[src/rtl/idp_pkg.sv]
package idp_pkg;

  typedef enum logic [2:0] {
    ST_IDLE,
    ST_ADDR_HI,
    ST_ADDR_LO,
    ST_WRITE,
    ST_READ
  } idp_state_e;

  // A lock payload qualifies when its chosen bit is set; other bits are free.
  function automatic logic lock_payload_ok(input logic [7:0] b, input int unsigned pos);
    return b[pos];
  endfunction

endpackage

[src/rtl/idp_lock.sv]
module idp_lock (
  input  logic clk,
  input  logic factory_clr,
  input  logic lock_take,
  output logic locked
);
  // Only the factory restore clears the flag; the normal reset does not reach it.
  always_ff @(posedge clk) begin
    if (factory_clr)    locked <= 1'b0;
    else if (lock_take) locked <= 1'b1;
  end
endmodule

[src/rtl/idp_store.sv]
module idp_store #(
  parameter int DATA_W = 8,
  parameter int DEPTH  = 256,
  parameter int OFS_W  = 8
) (
  input  logic              clk,
  input  logic              rst_n,
  input  logic              clr,
  input  logic              wr_en,
  input  logic              rd_en,
  input  logic [OFS_W-1:0]  ofs,
  input  logic [DATA_W-1:0] wdata,
  output logic              rd_vld,
  output logic [DATA_W-1:0] rd_data
);
  logic [DATA_W-1:0] mem [DEPTH];

  always_ff @(posedge clk) begin
    if (clr) begin
      for (int i = 0; i < DEPTH; i++) mem[i] <= '0;
    end else if (wr_en) begin
      mem[ofs] <= wdata;
    end
  end

  always_ff @(posedge clk or negedge rst_n) begin
    if (!rst_n) begin
      rd_vld  <= 1'b0;
      rd_data <= '0;
    end else begin
      rd_vld <= rd_en;
      if (rd_en) rd_data <= mem[ofs];
    end
  end
endmodule

[src/rtl/idp_seq.sv]
module idp_seq
  import idp_pkg::*;
#(
  parameter int              DATA_W    = 8,
  parameter int              TYPE_W    = 4,
  parameter int              OFS_W     = 8,
  parameter logic [TYPE_W-1:0] PAGE_TYPE = 4'b1011,
  parameter int              SEL_BIT   = 2,
  parameter int              LOCK_BIT  = 1
) (
  input  logic              clk,
  input  logic              rst_n,
  input  logic              ev_start,
  input  logic              ev_stop,
  input  logic              ev_sel,
  input  logic [TYPE_W-1:0] sel_type,
  input  logic              sel_rw,
  input  logic              ev_addr,
  input  logic              ev_wdata,
  input  logic              ev_rd,
  input  logic [DATA_W-1:0] bus_byte,
  input  logic              locked,
  output logic              wr_en,
  output logic              rd_en,
  output logic [OFS_W-1:0]  ofs,
  output logic              ack_vld,
  output logic              ack_ok,
  output logic              lock_take,
  output logic              arm
);
  idp_state_e st;
  logic       lock_cmd;
  logic       first_q;
  logic       byte_ok;
  logic       any_ev;

  function automatic logic [OFS_W-1:0] step_ofs(input logic [OFS_W-1:0] o);
    return o + 1'b1;
  endfunction

  always_comb begin
    byte_ok = 1'b0;
    if (ev_wdata && st == ST_WRITE) begin
      if (!lock_cmd) byte_ok = !locked;
      else           byte_ok = first_q && !locked && lock_payload_ok(bus_byte, LOCK_BIT);
    end
  end

  assign wr_en     = byte_ok && !lock_cmd;
  assign rd_en     = ev_rd && st == ST_READ;
  assign lock_take = ev_stop && arm;
  assign any_ev    = ev_start | ev_stop | ev_sel | ev_addr | ev_wdata | ev_rd;

  always_ff @(posedge clk or negedge rst_n) begin
    if (!rst_n) begin
      st       <= ST_IDLE;
      ofs      <= '0;
      lock_cmd <= 1'b0;
      first_q  <= 1'b0;
      arm      <= 1'b0;
      ack_vld  <= 1'b0;
      ack_ok   <= 1'b0;
    end else begin
      ack_vld <= ev_wdata;
      ack_ok  <= byte_ok;
      if (any_ev) arm <= byte_ok && lock_cmd;

      if (ev_start || ev_stop) begin
        st <= ST_IDLE;
      end else if (ev_sel) begin
        if (sel_type == PAGE_TYPE) st <= sel_rw ? ST_READ : ST_ADDR_HI;
        else                       st <= ST_IDLE;
      end else if (ev_addr) begin
        case (st)
          ST_ADDR_HI: begin
            lock_cmd <= bus_byte[SEL_BIT];
            st       <= ST_ADDR_LO;
          end
          ST_ADDR_LO: begin
            ofs     <= bus_byte[OFS_W-1:0];
            first_q <= 1'b1;
            st      <= ST_WRITE;
          end
          default: ;
        endcase
      end else if (ev_wdata && st == ST_WRITE) begin
        first_q <= 1'b0;
        if (wr_en) ofs <= step_ofs(ofs);
      end else if (rd_en) begin
        ofs <= step_ofs(ofs);
      end
    end
  end
endmodule

[src/rtl/idpage_ctrl.sv]
module idpage_ctrl #(
  parameter int                PAGE_BYTES = 256,
  parameter int                DATA_W     = 8,
  parameter int                TYPE_W     = 4,
  parameter logic [TYPE_W-1:0] PAGE_TYPE  = 4'b1011,
  parameter int                SEL_BIT    = 2,
  parameter int                LOCK_BIT   = 1
) (
  input  logic              clk,
  input  logic              rst_n,
  input  logic              factory_clr,
  input  logic              ev_start,
  input  logic              ev_stop,
  input  logic              ev_sel,
  input  logic [TYPE_W-1:0] sel_type,
  input  logic              sel_rw,
  input  logic              ev_addr,
  input  logic              ev_wdata,
  input  logic              ev_rd,
  input  logic [DATA_W-1:0] bus_byte,
  output logic              ack_vld,
  output logic              ack_ok,
  output logic              rd_vld,
  output logic [DATA_W-1:0] rd_data,
  output logic              locked
);
  localparam int OFS_W = $clog2(PAGE_BYTES);

  logic             wr_en;
  logic             rd_en;
  logic [OFS_W-1:0] ofs;
  logic             lock_take;
  logic             arm;

  idp_seq #(
    .DATA_W(DATA_W), .TYPE_W(TYPE_W), .OFS_W(OFS_W),
    .PAGE_TYPE(PAGE_TYPE), .SEL_BIT(SEL_BIT), .LOCK_BIT(LOCK_BIT)
  ) u_seq (
    .clk(clk), .rst_n(rst_n),
    .ev_start(ev_start), .ev_stop(ev_stop), .ev_sel(ev_sel),
    .sel_type(sel_type), .sel_rw(sel_rw), .ev_addr(ev_addr),
    .ev_wdata(ev_wdata), .ev_rd(ev_rd), .bus_byte(bus_byte),
    .locked(locked), .wr_en(wr_en), .rd_en(rd_en), .ofs(ofs),
    .ack_vld(ack_vld), .ack_ok(ack_ok), .lock_take(lock_take), .arm(arm)
  );

  idp_store #(.DATA_W(DATA_W), .DEPTH(PAGE_BYTES), .OFS_W(OFS_W)) u_store (
    .clk(clk), .rst_n(rst_n), .clr(factory_clr),
    .wr_en(wr_en), .rd_en(rd_en), .ofs(ofs), .wdata(bus_byte),
    .rd_vld(rd_vld), .rd_data(rd_data)
  );

  idp_lock u_lock (
    .clk(clk), .factory_clr(factory_clr), .lock_take(lock_take), .locked(locked)
  );
endmodule

[config.mk]
export PLATFORM = sky130hd
export DESIGN_NAME = idpage_ctrl
export DESIGN_NICKNAME = d
export VERILOG_FILES = /design/src/rtl/idp_pkg.sv /design/src/rtl/idp_lock.sv /design/src/rtl/idp_store.sv /design/src/rtl/idp_seq.sv /design/src/rtl/idpage_ctrl.sv
export SDC_FILE = /design/constraint.sdc
export NUM_CORES = 2
export LEC_CHECK = 0
export BUFFER_PORTS_ARGS = -buffer_cell sky130_fd_sc_hd__buf_2
export CORE_MARGIN = 4
export CORE_UTILIZATION = 45
export CTS_CLUSTER_DIAMETER = 100
export DETAILED_ROUTE_END_ITERATION = 12
export MAX_ROUTING_LAYER = met4
export SLEW_MARGIN = 40
export SYNTH_ARGS = -nofsm -noshare
export SYNTH_HDL_FRONTEND = slang
export SYNTH_SLANG_ARGS = --single-unit
[constraint.sdc]
create_clock -name clk -period 4.7 [get_ports clk]
set_clock_uncertainty 0.05 [all_clocks]
set_input_delay 0.94 -clock clk [delete_from_list [all_inputs] [get_ports clk]]
set_output_delay 0.94 -clock clk [all_outputs]
set_load 0.03 [all_outputs]
# After elaboration in Yosys (flattened, before gate mapping)
# Memories as Yosys holds them, arrays and structs flattened. A register that Yosys moved wholly into a read port is not among the register bits.
# Cells that the tools add are included.
# totals
latchBits	0
inputBits	22
out_inout_bits	12
regBits	18
rom_bits	0
ramBits	2048
elab_cells	69
mem_count	1
# classes
div	0
n_lt_le_gt_ge	0
addsub	1
shifts	0
n_reduce_logical	20
bitwise	7
eq_ne	7
n_mux	24
n_mul	0
# mem_list
name	words	width	rd	rd_clocked_by_memory_dff	write_ports	line_no	text
u_store.mem	256	8	1	1	256	idp_store.sv:16	logic [DATA_W-1:0] mem [DEPTH];
# ops
cell	count
$mux 8	7
$mux 3	5
$mux 1	11
$add 8x1->8 const B	1
$reduce_and 4->1	2
$reduce_or 8->1	1
$logic_and 1x1->1	7
$eq 3x2->1 const B	2
$pmux 3 s2	1
$reduce_bool 3->1	2
$or 1x1->1	5
$reduce_and 5->1	1
$eq 4x4->1 const B	1
$reduce_bool 4->1	1
$eq 3x1->1 const B	1
$eq 3x3->1 const B	1
$logic_not 1->1	3
$ne 3x2->1 const B	1
$ne 2x1->1 const B	1
$not 1->1	2
$reduce_and 2->1	1
$reduce_bool 2->1	1
$logic_or 1x1->1	1

# Logic depth before layout (Yosys ltp)
# depth
word_depth	11
ltp_mapped	13

# Cells and area by module
# A second synthesis with hierarchy kept.
# hier_totals
cells_unflattened	6539
area_unflattened_um2	97318.3
# by_module_without_submodules
module	area_each_um2	seq_area_each_um2	instances	cells_each
idp_store	96313.6	61724.2	1	6437
idp_seq	974.7	400.4	1	100
idp_lock	30.0	20.0	1	2

# Least setup slack after synthesis
# No wires, ideal clock.
# synth_timing
path_type	reg2reg
startpoint	register u_seq.ofs[0]
endpoint	memory u_store.mem[106][0] (enable)
synth_period_minus_slack_ns	3.312
path_stages_with_launch	14
path_slack_ns	1.388
arrival_time_ns	2.936
required_time_ns	4.324
path_cell_list	dfrtp_1 -> buf_6 -> buf_6 -> buf_6 -> buf_4 -> buf_6 -> inv_2 -> buf_2 -> ha_1 -> nand2_1 -> nor2_1 -> clkbuf_1 -> clkbuf_1 -> a21o_1
# synth_lines
element	line_no	text
from (decl)	idp_seq.sv:25	output logic [OFS_W-1:0] ofs,
from (signal assigned)	idp_seq.sv:80	ofs <= bus_byte[OFS_W-1:0];
from (signal assigned)	idp_seq.sv:88	if (wr_en) ofs <= step_ofs(ofs);
from (signal assigned)	idp_seq.sv:90	ofs <= step_ofs(ofs);
to (decl)	idp_store.sv:16	

==> results.cfg <==
[layout]
regArea_um2 = 62170
utilization_pct = 50.06
drive_gt1_share_pct = 17.89
fillers = 17600
finalNetCount = 6252
fin_area_um2 = 107400
stdcell_count = 9248
syn2layout_area_growth_pct = 10.56
multi_input_area_um2 = 31470

[floorplan]
die_x_um = 472.7
fp.dieH_um = 472.7
die_area_um2 = 223500
row_count = 170
fp.coreArea_um2 = 214600
num_io_pins = 34
initial_utilization_pct = 45.28

[global_route]
grt_usage_pct = 26.49
grt_pass1_vias = 57710
antenna_found_initial = 7
grt_overflow = 0
grt_pass1_wl_mm = 424.1
grt_max_degree = 141

[clock_network]
clkSlewWorstSetupHoldPaths_ps = 60
htreeDepth = 4
cts.sinks = 2074
tritoncts = done
cts_made_buffers = 214
postCtsSetupRepairBufs = 0
clock_latency_ps = 860
clock-root-buffer = clkbuf_16
clock_path_buffers = 3

[critical_path]
cp.arrival_ps = 4740
end_kind = flip-flop
critPathRequiredTime_ps = 5380
startpoint_type = flip-flop
critPathKind = reg2reg
path_max_fanout = 37

[drt]
wl_per_cell_um = 31.56
first_iter_violations = 8230
ant_nets = 0
avgViaCountPerCell = 6.470
drc_errors = 0
vias = 59830
wirelength_mm = 291.8
drt_first_pass_iters = 6

[power_and_ir_drop]
vdd_drop_max_mv = 0.4114
leakagePower_uw = 0.04514
powerDensity_nw_per_um2 = 436.3

[placed_design]
placed_cells = 8846
place_hpwl_mm = 177.7
port_buffers = 33
gp_congestion = 0.8864
place_area_um2 = 100400

[yosys]
post_synth.cell_area_avg_um2 = 14.62
yosysWarnings = 0
ys_types = 71
ys_seq_elements = 2074
synth_edf_count = 2048
synthArstFlopShare_pct = 1.205
syn_area_um2 = 97180
synthCells = 6648
yosysSeqAreaShare_pct = 63.95
yosys_most_used_dff = edfxtp_1
syn_nets = 6674

[sta]
fin_tns_setup_ps = 0
max_freq_mhz = 246.8
max-slew-margin-rel_pct = 35.13
rsz0062_at_grt = no
fin_crit_ps = 4052
hold_viol = 0
post-route-period-util_pct = 86.21
hold_slack_ps = 178.7
worstMarginPinSlew_ps = 973.0
setup_viol = 0
slew_violations = 0

[flow_run]
maxCapViolCount = 0

[run_status]
outcome = complete, no violations

[min_path]
hold_class = in2reg
[what timing repair did]
item / 4_1_cts / 5_1_grt
gates resized for setup: 0 / 0
hold buffers: 1 / 0
endpoints found under the hold margin: 25 / 0
[kinds of logic after synthesis]
family          share of synthesized area [%]
flops                                   63.95
buf+inv                                 3.980
fa+ha+maj                             0.05150
mux                                     12.67
compound gates                          4.151
simple gates                            15.20
[cell usage after synthesis (6+ instances only)]
cell,number,share of area [%]
nand3b_1,6,0.046
o22a_1,8,0.072
nand2_1,103,0.40
o22ai_1,67,0.43
o221ai_1,7,0.063
buf_4,24,0.19
nor3_1,22,0.11
clkbuf_1,769,3.0
mux2_2,13,0.15
o21ai_0,41,0.21
nand4_1,12,0.077
or4_1,8,0.062
and2_1,132,0.85
mux2i_1,151,1.6
a22o_1,6,0.054
mux4_2,473,11
a21oi_1,36,0.19
a21o_1,240,1.9
nor2_1,77,0.30
and3_1,1934,12
a22oi_1,75,0.58
buf_1,22,0.085
a31oi_1,21,0.14
nand3_1,62,0.32
nor4_1,11,0.071
inv_1,10,0.039
edfxtp_1,2048,63
buf_2,80,0.41
nand2b_1,11,0.071
a211oi_1,20,0.15
buf_6,21,0.24
dfrtp_1,25,0.64
nor2b_1,17,0.11
or2_2,18,0.12
a2111oi_0,6,0.054
[report_power, final]
group	internal, uW	switching (uW)	leakage, uW
combinational	3120	5330	0.0203
sequential	20900	456	0.0215
clock	9750	7320	0.00341
[worst paths after layout]
path	start	end	slack [ps]	depth (start not counted)
worst max-delay path	u_seq.ofs[0]$_DFFE_PN0P_	u_store.rd_data[0]$_DFFE_PN0N_	650	10
worst min-delay path	ev_wdata	u_seq.ack_vld$_DFF_PN0_	180	1
worst max register to register	u_seq.ofs[0]$_DFFE_PN0P_	u_store.rd_data[0]$_DFFE_PN0N_	650	10
worst min register to register	u_seq.arm$_DFFE_PN0P_	u_lock.locked$_SDFFE_PP0P_	480	2
max in group asynchronous	rst_n	u_seq.ofs[0]$_DFFE_PN0P_	3620	2
min in group asynchronous	rst_n	u_seq.st[0]$_DFFE_PN0P_	550	2
[cell type report]
type	count	area share (%)
flip-flops and latches	2074	57.86
multi-input cells	3645	29.29
clock buffers	270	5.335
well taps	2838	3.305
repair buffers	280	3.036
clock inverters	125	1.126
inverters	11	0.03959
diodes	5	0.01165
[registers in the layout, summed over array words and instances (netlist names)]
name and cells:
u_lock.locked 1, u_seq.ack_ok 1, u_seq.ack_vld 1, u_seq.arm 1, u_seq.first_q 1, u_seq.lock_cmd 1
u_seq.ofs 8, u_seq.st 3, u_store.mem 2048, u_store.rd_data 8, u_store.rd_vld 1
[through the flow]
stage,total power [uW],setup WS [ps]
final,46880,648.3
after CTS,47030,668.6
after detailed placement,30130,703.4
after floorplan,26830,1388
after global routing,48230,644.8
after global placement,30110,549.5
[metal layers]
metal,track usage (%),vias to the layer above,share of wire [%]
li1,-,25180,-
met1,37.12,31250,41
met2,40.90,2956,48
met3,3.590,447,8.0
met4,7.607,0,3.1
met5,-,-,0
[cell usage in the layout (no fill, tap or decap), types with 9 or more instances in the layout]
cell type	instances
mux4_2	473
a211oi_1	20
o21ai_0	41
inv_1	9
nor4_1	11
a21oi_1	36
o22ai_1	67
mux2_2	13
nand2_1	103
nor2b_1	14
or2_2	18
clkbuf_8	13
a21o_1	240
dfrtp_1	18
buf_2	23
bufinv_16	21
buf_12	90
edfxtp_1	2048
and2_1	130
a31oi_1	21
clkinv_1	41
nand2b_1	10
nor2_4	20
nor3_1	18
buf_4	156
clkbuf_16	220
mux2i_1	151
a22oi_1	75
clkbuf_1	45
nor2_1	57
nand4_1	12
clkinv_2	50
nand3_1	62
and3_1	1934
[worst max-delay path: stages (launching register included)]
cell and delay (ps):
dfrtp_4 800, buf_12 290, buf_12 320, buf_4 300, mux4_2 530, nand3_1 100, o211ai_1 190, o21ai_0 570
buf_4 250, nand4_1 140, o32a_1 330
Note: power is estimated with default switching activity, not from simulation.
